## config.mk

```make
export PLATFORM = sky130hd
export DESIGN_NAME = pwr_alarm_ctl
export DESIGN_NICKNAME = d
export VERILOG_FILES = /design/src/rtl/pwrctl_pkg.sv /design/src/rtl/wake_sync.sv /design/src/rtl/wake_detect.sv /design/src/rtl/pwrctl_regs.sv /design/src/rtl/pwr_alarm_ctl.sv
export SDC_FILE = /design/constraint.sdc
export NUM_CORES = 1
export LEC_CHECK = 0
export BUFFER_PORTS_ARGS = -buffer_cell sky130_fd_sc_hd__buf_4
export CELL_PAD_IN_SITES_DETAIL_PLACEMENT = 0
export CELL_PAD_IN_SITES_GLOBAL_PLACEMENT = 2
export CORE_MARGIN = 3
export CORE_UTILIZATION = 25
export CTS_CLUSTER_DIAMETER = 80
export DETAILED_ROUTE_END_ITERATION = 10
export GPL_TIMING_DRIVEN = 1
export PLACE_DENSITY = 0.86
export SETUP_SLACK_MARGIN = 0.15
export SLEW_MARGIN = 5
export SYNTH_ARGS = -nofsm -noshare
export SYNTH_HDL_FRONTEND = slang
export SYNTH_SLANG_ARGS = --single-unit
```

## constraint.sdc

```tcl
create_clock -name clk -period 1.6 [get_ports clk]
set_clock_uncertainty 0.2 [all_clocks]
set_input_delay 0.32 -clock clk [delete_from_list [all_inputs] [get_ports clk]]
set_output_delay 0.32 -clock clk [all_outputs]
set_load 0.005 [all_outputs]
```

## src/rtl/pwrctl_pkg.sv

```systemverilog
package pwrctl_pkg;
    localparam int N_WAKE      = 4;
    localparam int DATA_W      = 32;
    localparam int ADDR_W      = 8;
    localparam logic [ADDR_W-1:0] ADDR_CFG  = 8'h98;
    localparam logic [ADDR_W-1:0] ADDR_IEN  = 8'h48;
    localparam logic [ADDR_W-1:0] ADDR_STAT = 8'h44;
    localparam int BIT_ARM     = 16;
    localparam int BIT_FLAG    = 7;
    localparam int BIT_IEN     = 4;
    localparam int POL_LSB     = N_WAKE;

    typedef enum logic [0:0] {
        ST_ON  = 1'b0,
        ST_OFF = 1'b1
    } pwr_state_t;
endpackage

```

## src/rtl/wake_sync.sv

```systemverilog
module wake_sync #(
    parameter int WIDTH  = 4,
    parameter int STAGES = 2
) (
    input  logic             clk,
    input  logic             rst_n,
    input  logic [WIDTH-1:0] async_in,
    input  logic [WIDTH-1:0] rst_val,
    output logic [WIDTH-1:0] sync_out
);
    logic [WIDTH-1:0] chain_q [STAGES];

    genvar s;
    generate
        for (s = 0; s < STAGES; s++) begin : g_stage
            if (s == 0) begin : g_first
                always_ff @(posedge clk or negedge rst_n) begin
                    if (!rst_n) chain_q[0] <= rst_val;
                    else        chain_q[0] <= async_in;
                end
            end else begin : g_next
                always_ff @(posedge clk or negedge rst_n) begin
                    if (!rst_n) chain_q[s] <= rst_val;
                    else        chain_q[s] <= chain_q[s-1];
                end
            end
        end
    endgenerate

    assign sync_out = chain_q[STAGES-1];
endmodule

```

## src/rtl/wake_detect.sv

```systemverilog
module wake_detect #(
    parameter int WIDTH = 4
) (
    input  logic [WIDTH-1:0] level,
    input  logic [WIDTH-1:0] enable,
    input  logic [WIDTH-1:0] act_low,
    output logic             any_wake
);
    logic [WIDTH-1:0] hit;

    genvar i;
    generate
        for (i = 0; i < WIDTH; i++) begin : g_pin
            assign hit[i] = enable[i] & (act_low[i] ? ~level[i] : level[i]);
        end
    endgenerate

    assign any_wake = |hit;
endmodule

```

## src/rtl/pwrctl_regs.sv

```systemverilog
module pwrctl_regs
    import pwrctl_pkg::*;
#(
    parameter int NW = N_WAKE
) (
    input  logic              clk,
    input  logic              rst_n,
    input  logic              wr_en,
    input  logic [ADDR_W-1:0] wr_addr,
    input  logic [DATA_W-1:0] wr_data,
    input  logic              alm2_hit,
    output logic              arm,
    output logic [NW-1:0]     wake_en,
    output logic [NW-1:0]     wake_pol,
    output logic              alm_flag,
    output logic              irq
);
    logic ien_q;
    logic clr_req;

    always_ff @(posedge clk or negedge rst_n) begin
        if (!rst_n) begin
            arm      <= 1'b0;
            wake_en  <= '0;
            wake_pol <= '1;
            ien_q    <= 1'b0;
        end else if (wr_en) begin
            if (wr_addr == ADDR_CFG) begin
                arm      <= wr_data[BIT_ARM];
                wake_en  <= wr_data[NW-1:0];
                wake_pol <= wr_data[POL_LSB +: NW];
            end
            if (wr_addr == ADDR_IEN) ien_q <= wr_data[BIT_IEN];
        end
    end

    assign clr_req = wr_en && (wr_addr == ADDR_STAT) && wr_data[BIT_FLAG];

    // Set has priority over a clear in the same cycle.
    always_ff @(posedge clk or negedge rst_n) begin
        if (!rst_n)        alm_flag <= 1'b0;
        else if (alm2_hit) alm_flag <= 1'b1;
        else if (clr_req)  alm_flag <= 1'b0;
    end

    assign irq = alm_flag & ien_q;


    flag_set_chk: assert property (@(posedge clk) disable iff (!rst_n)
        alm2_hit |=> alm_flag);


    set_beats_clear_chk: assert property (@(posedge clk) disable iff (!rst_n)
        (alm2_hit && clr_req) |=> alm_flag);
endmodule

```

## src/rtl/pwr_alarm_ctl.sv

```systemverilog
module pwr_alarm_ctl
    import pwrctl_pkg::*;
#(
    parameter int NW          = N_WAKE,
    parameter int SYNC_STAGES = 2
) (
    input  logic              clk,
    input  logic              rst_n,
    input  logic              alm2_hit,
    input  logic [NW-1:0]     wake_pin,
    input  logic              wr_en,
    input  logic [ADDR_W-1:0] wr_addr,
    input  logic [DATA_W-1:0] wr_data,
    output logic              power_en,
    output logic              alm_flag,
    output logic              irq
);
    logic          arm;
    logic [NW-1:0] wake_en;
    logic [NW-1:0] wake_pol;
    logic [NW-1:0] wake_sync_lvl;
    logic          any_wake;
    pwr_state_t    state_q, state_d;

    pwrctl_regs #(.NW(NW)) u_regs (
        .clk      (clk),
        .rst_n    (rst_n),
        .wr_en    (wr_en),
        .wr_addr  (wr_addr),
        .wr_data  (wr_data),
        .alm2_hit (alm2_hit),
        .arm      (arm),
        .wake_en  (wake_en),
        .wake_pol (wake_pol),
        .alm_flag (alm_flag),
        .irq      (irq)
    );

    wake_sync #(.WIDTH(NW), .STAGES(SYNC_STAGES)) u_sync (
        .clk      (clk),
        .rst_n    (rst_n),
        .async_in (wake_pin),
        .rst_val  ({NW{1'b1}}),
        .sync_out (wake_sync_lvl)
    );

    wake_detect #(.WIDTH(NW)) u_det (
        .level    (wake_sync_lvl),
        .enable   (wake_en),
        .act_low  (wake_pol),
        .any_wake (any_wake)
    );

    always_comb begin
        state_d = state_q;
        unique case (state_q)
            ST_ON:  if (arm && alm2_hit) state_d = ST_OFF;
            ST_OFF: if (any_wake)        state_d = ST_ON;
            default: state_d = ST_ON;
        endcase
    end

    always_ff @(posedge clk or negedge rst_n) begin
        if (!rst_n) state_q <= ST_ON;
        else        state_q <= state_d;
    end

    always_comb begin
        unique case (state_q)
            ST_ON:   power_en = 1'b1;
            ST_OFF:  power_en = 1'b0;
            default: power_en = 1'b1;
        endcase
    end


    armed_off_chk: assert property (@(posedge clk) disable iff (!rst_n)
        (power_en && arm && alm2_hit) |=> !power_en);


    unarmed_hold_chk: assert property (@(posedge clk) disable iff (!rst_n)
        (power_en && !arm) |=> power_en);


    irq_needs_flag_chk: assert property (@(posedge clk) disable iff (!rst_n)
        irq |-> alm_flag);


    wake_on_chk: assert property (@(posedge clk) disable iff (!rst_n)
        (!power_en && any_wake) |=> power_en);


    off_hold_chk: assert property (@(posedge clk) disable iff (!rst_n)
        (!power_en && !any_wake) |=> !power_en);
endmodule

```

== Word level (Yosys, flattened, before mapping) ==
Index checks and enable logic that the tools add are counted.

* Flip-flop bits (word level): 20
* Bits in latches: 0
* Memory bits (writable): 0
* ROM bits: 0
* Bits of input ports: 48
* Output and inout port bits: 3
* Logic and storage cells: 38
* Memories: 0

* $add $sub $neg: 0
* $mul: 0
* Divide/modulo/power cells: 0
* Magnitude comparators: 0
* Eq/ne operators: 3
* Shift operators: 0
* Mux-type cells: 10
* Bitwise gates (word level): 10
* Reduce and logical (&&, ||, !) cells: 7

{| class="wikitable"
|+ Operator list
! kind !! number
|-
| 8-bit by 7-bit == test with 1-bit output (second input constant) || 2
|-
| 8-bit == test (second input constant) || 1
|-
| 1-bit two-way mux || 8
|-
| 1-bit AND || 5
|-
| 1-bit inverter || 5
|-
| 1-bit one-hot mux with 2 select lines || 2
|-
| 2-bit AND reduction || 2
|-
| 4-bit OR reduction || 1
|-
| 1-bit logical AND || 3
|-
| 2-bit nonzero test || 1
|}

== Logic depth before layout (Yosys ltp) ==
* Word-level depth: 6
* Mapped depth: 3
* Gate-level depth less buffers: 3

== Least setup slack after synthesis ==
Ideal clock, no wire load.

* Path type: input -> register
* From: input wr_addr[5]
* To: register u_regs.arm
* Setup time: 125 ps
* Arrival time: 1092 ps
* Data required time: 1275 ps
* Slack: 184 ps
* Cell stages on the path: 3
* Buffers on the path: 0
* Cells stage by stage: and4bb_2 -> nand4b_4 -> mux2_2

* Longest elaborated chain between the ends: 2

{| class="wikitable"
|+ RTL lines
! element !! RTL line !! RTL
|-
| from (decl) || pwr_alarm_ctl.sv:12 || <nowiki>input logic [ADDR_W-1:0] wr_addr,</nowiki>
|-
| 8-bit == test || pwrctl_regs.sv:28 || <nowiki>if (wr_addr == ADDR_CFG) begin</nowiki>
|-
| 2-bit AND reduction (no line) || n/a ||
|-
| to (signal assigned) || pwrctl_regs.sv:29 || <nowiki>arm <= wr_data[BIT_ARM];</nowiki>
|-
| to (decl) || pwrctl_regs.sv:12 || <nowiki>output logic arm,</nowiki>
|}

No other way between the ends.
A chain may end at the register's enable or synchronous reset.

== Worst setup path in the final report ==
* From: register u_regs.alm_flag
* To: output irq

* Longest elaborated chain between the ends: 1

{| class="wikitable"
|+ RTL lines
! element !! RTL line !! RTL
|-
| from (decl) || pwrctl_regs.sv:15 || <nowiki>output logic alm_flag,</nowiki>
|-
| from (signal assigned) || pwrctl_regs.sv:41 || <nowiki>if (!rst_n) alm_flag <= 1'b0;</nowiki>
|-
| from (signal assigned) || pwrctl_regs.sv:42 || <nowiki>else if (alm2_hit) alm_flag <= 1'b1;</nowiki>
|-
| from (signal assigned) || pwrctl_regs.sv:43 || <nowiki>else if (clr_req) alm_flag <= 1'b0;</nowiki>
|-
| 1-bit AND || pwrctl_regs.sv:46 || <nowiki>assign irq = alm_flag & ien_q;</nowiki>
|-
| to (decl) || pwr_alarm_ctl.sv:16 || <nowiki>output logic irq</nowiki>
|}

No other way between the ends.

==> flow_summary.ini <==
[setup_path]
crit_slowest_cell = dfrtp_1
critPathKind = reg2out
max_stage_delay_ns = 0.40
cp_max_fo = 3
r2r-start = u_regs.wake_pol[2]
crit_path_start_kind = flip-flop
worstPathArrival_ns = 0.96
critPathCaptureType = output pin
cp.required_ns = 1.08
critPathLaunch = u_regs.alm_flag
worst-path-buf-inv = 1
crit_family = flip-flops
cp_cell_sequence = and2_1 > buf_4

[synth]
synth_common_cells = 12 x dfstp_2, 10 x mux2_2, 8 x dfrtp_1
netlist.area_leader.share = 0.396
synth_largest_area_cell = dfstp_2
seq_area_frac_synth = 0.648
syn_nets = 96
ys_types = 17
async_reset_ff_frac = 1.00
ys_warn_count = 0
syn_area_per_cell_um2 = 16.6
synth_edf_count = 0
netlist_area_um2 = 796
synth_top_flop_cell = dfstp_2
synth.most_common_cell = dfstp_2
synth_seq_cells = 20
synth_area_leaders = dfstp_2 40%, dfrtp_1 25%, mux2_2 14%
synth_cells = 48

[timing]
hold_slack_ns = 0.0547
period_share = 0.924
fmax_ghz = 0.676
relSlewSlack = 0.731
hold_violations = 0
slew_viol_final = 0
rsz0062_at_grt = yes
fin_crit_ns = 1.48
finalSetupViolCount = 0
setup_slack_ns = 0.122
tightest_slew_ns = 0.398

[die]
dieArea_um2 = 3900
rows = 19
fp.dieH_um = 62.4
io_pins = 51
core_um2 = 2900
floorplan.initialDensity = 0.274
die-width_um = 62.4

[cts]
root_buffer = clkbuf_4
cts_tree = done
clkTransAtPathRegs_ns = 0.11
clock-sinks = 20
numCtsBuffers = 3
clk_path_buf_depth = 2
clkLatencyLatePin_ns = 0.29
htree_levels = 1

[flow_run]
maxCapViolations = 0

[pwr]
seq_power_share = 0.592
power_density_nw_per_um2 = 818
pwr-share-clk = 0.254
ir_worst_vdd_uv = 326
power.leakage_nw = 0.566
power.share.switching = 0.218
comb_power_share = 0.155
power.internal_uw = 745
p_sw_uw = 207

[route]
post_drt_wl_per_cell_um = 11.6
num_vias = 515
drc = 0
detail-route-antenna-nets = 0
dr.pass1.iters = 4
avgViaCountPerCell = 3.96
drt-initial-drc-count = 1
finalWirelength_um = 1510

[placed_design]
io_buffers = 27
place.gp.congestion = 0.652
dp_slack_ns = -0.0278
hpwlAfterDp_um = 1150

[layout]
final_util = 0.401
fillers = 295
layout-drive-gt1-share = 0.670
nNetsFinal = 137
area_delta_synth_final_pct = 46.2
antenna_cells = 0

[grt]
grt_overflow = 0
grt_pass1_wl_um = 2640
grtUsageTotal = 0.0853
grt_pass1_vias = 602
grt_antenna_before_repair = 0
grt_start_max_net_pins = 21

[run_status]
status = complete, no violations

[min_path]
hp-start = wr_data[1]
min_path_type = in2reg
==> power groups by stage <==
| stage | combinational (mW) | clock, mW | sequential [mW] |
|---|---|---|---|
| 3_3_place_gp | 0.122 | 0 | 0.570 |
| 5_1_grt | 0.164 | 0.282 | 0.567 |
| 2_1_floorplan | 0.0431 | 0 | 0.568 |
| 4_1_cts | 0.138 | 0.261 | 0.563 |
| 6_report | 0.147 | 0.242 | 0.563 |
| 3_5_place_dp | 0.126 | 0 | 0.572 |
==> repair_timing <==
item,4_1_cts,5_1_grt
hold buffers,6,0
gates resized for setup,0,1
pin swaps,1,0
setup endpoints to repair,1,3
hold endpoints to repair,25,0
setup buffers,1,1
gates cloned,0,0
==> cell type report <==
cell class | instances | area (um2) | area share
repair buffers | 36 | 289 | 0.248
multi-input cells | 27 | 277 | 0.238
well taps | 42 | 52.6 | 0.0452
inverters | 1 | 3.75 | 0.00323
clock buffers | 4 | 26.3 | 0.0226
flip-flops and latches | 20 | 515 | 0.443
==> per-layer routing <==
layer | up-vias | share of wire | GRT usage
met1 | 244 | 0.45 | 0.108
met5 | - | 0 | 0
met2 | 16 | 0.50 | 0.132
met4 | 0 | 0 | 0.0413
met3 | 0 | 0.050 | 0.0252
li1 | 255 | - | -
==> worst reg2reg max path: stages, from the launching register on <==
cell and delay, ns:
dfstp_2 0.55, xor2_1 0.16, a22oi_1 0.09, a31o_2 0.24
==> metrics by stage <==
step	power (mW)	setup TNS (ns)	instances	cell area (um2)
floorplan	0.611	0	48	796
global placement	0.691	-0.0379	118	1060
detailed placement	0.698	-0.141	118	1060
CTS	0.962	0	129	1150
global route	1.01	0	130	1160
finish	0.952	0	130	1160
==> registers in the layout, summed over array words and instances, names as in the netlist <==
signal,count
u_regs.wake_en,4
u_regs.wake_pol,4
u_sync.chain_q,4
u_sync.sync_out,4
state_q,1
u_regs.alm_flag,1
u_regs.arm,1
u_regs.ien_q,1
==> worst paths after layout <==
| path | endpoint | cells past startpoint | slack (ns) |
|---|---|---|---|
| hold / removal | u_regs.wake_en[1] | 2 | 0.05 |
| hold reg to reg | u_sync.sync_out[3] | 0 | 0.16 |
| setup / recovery | irq | 2 | 0.12 |
| max in group asynchronous | u_sync.chain_q[7] | 2 | 0.71 |
| setup reg to reg | state_q | 3 | 0.26 |
| min in group asynchronous | u_regs.wake_en[2] | 2 | 0.23 |
==> cells by family (layout without fill, tap and decap cells) <==
group / count (synthesis) / after routing / share of synthesized area
and+or+nand+nor: 9 / 9 / 0.123
muxes: 10 / 10 / 0.142
xor gates and xnor gates: 4 / 4 / 0.0440
AOI/OAI and AO/OA: 4 / 4 / 0.0393
buffers and inverters: 1 / 41 / 0.00471
DFF: 20 / 20 / 0.648
==> placed cells by master, fill, tap and decap left out <==
master	instances
buf_4	29
dfstp_2	12
mux2_2	10
dfrtp_1	8
dlygate4sd3_1	6
xor2_1	4
clkbuf_4	3
a22oi_1	2
and2_1	1
inv_1	1
and3_1	1
a31o_2	1
nor3b_4	1
and4bb_2	1
nand4b_4	1
nor2b_1	1
nor4b_1	1
nand4_1	1
a21o_1	1
nand4b_1	1
clkbuf_1	1
buf_6	1
No activity file was read; power rests on OpenSTA's default activity.
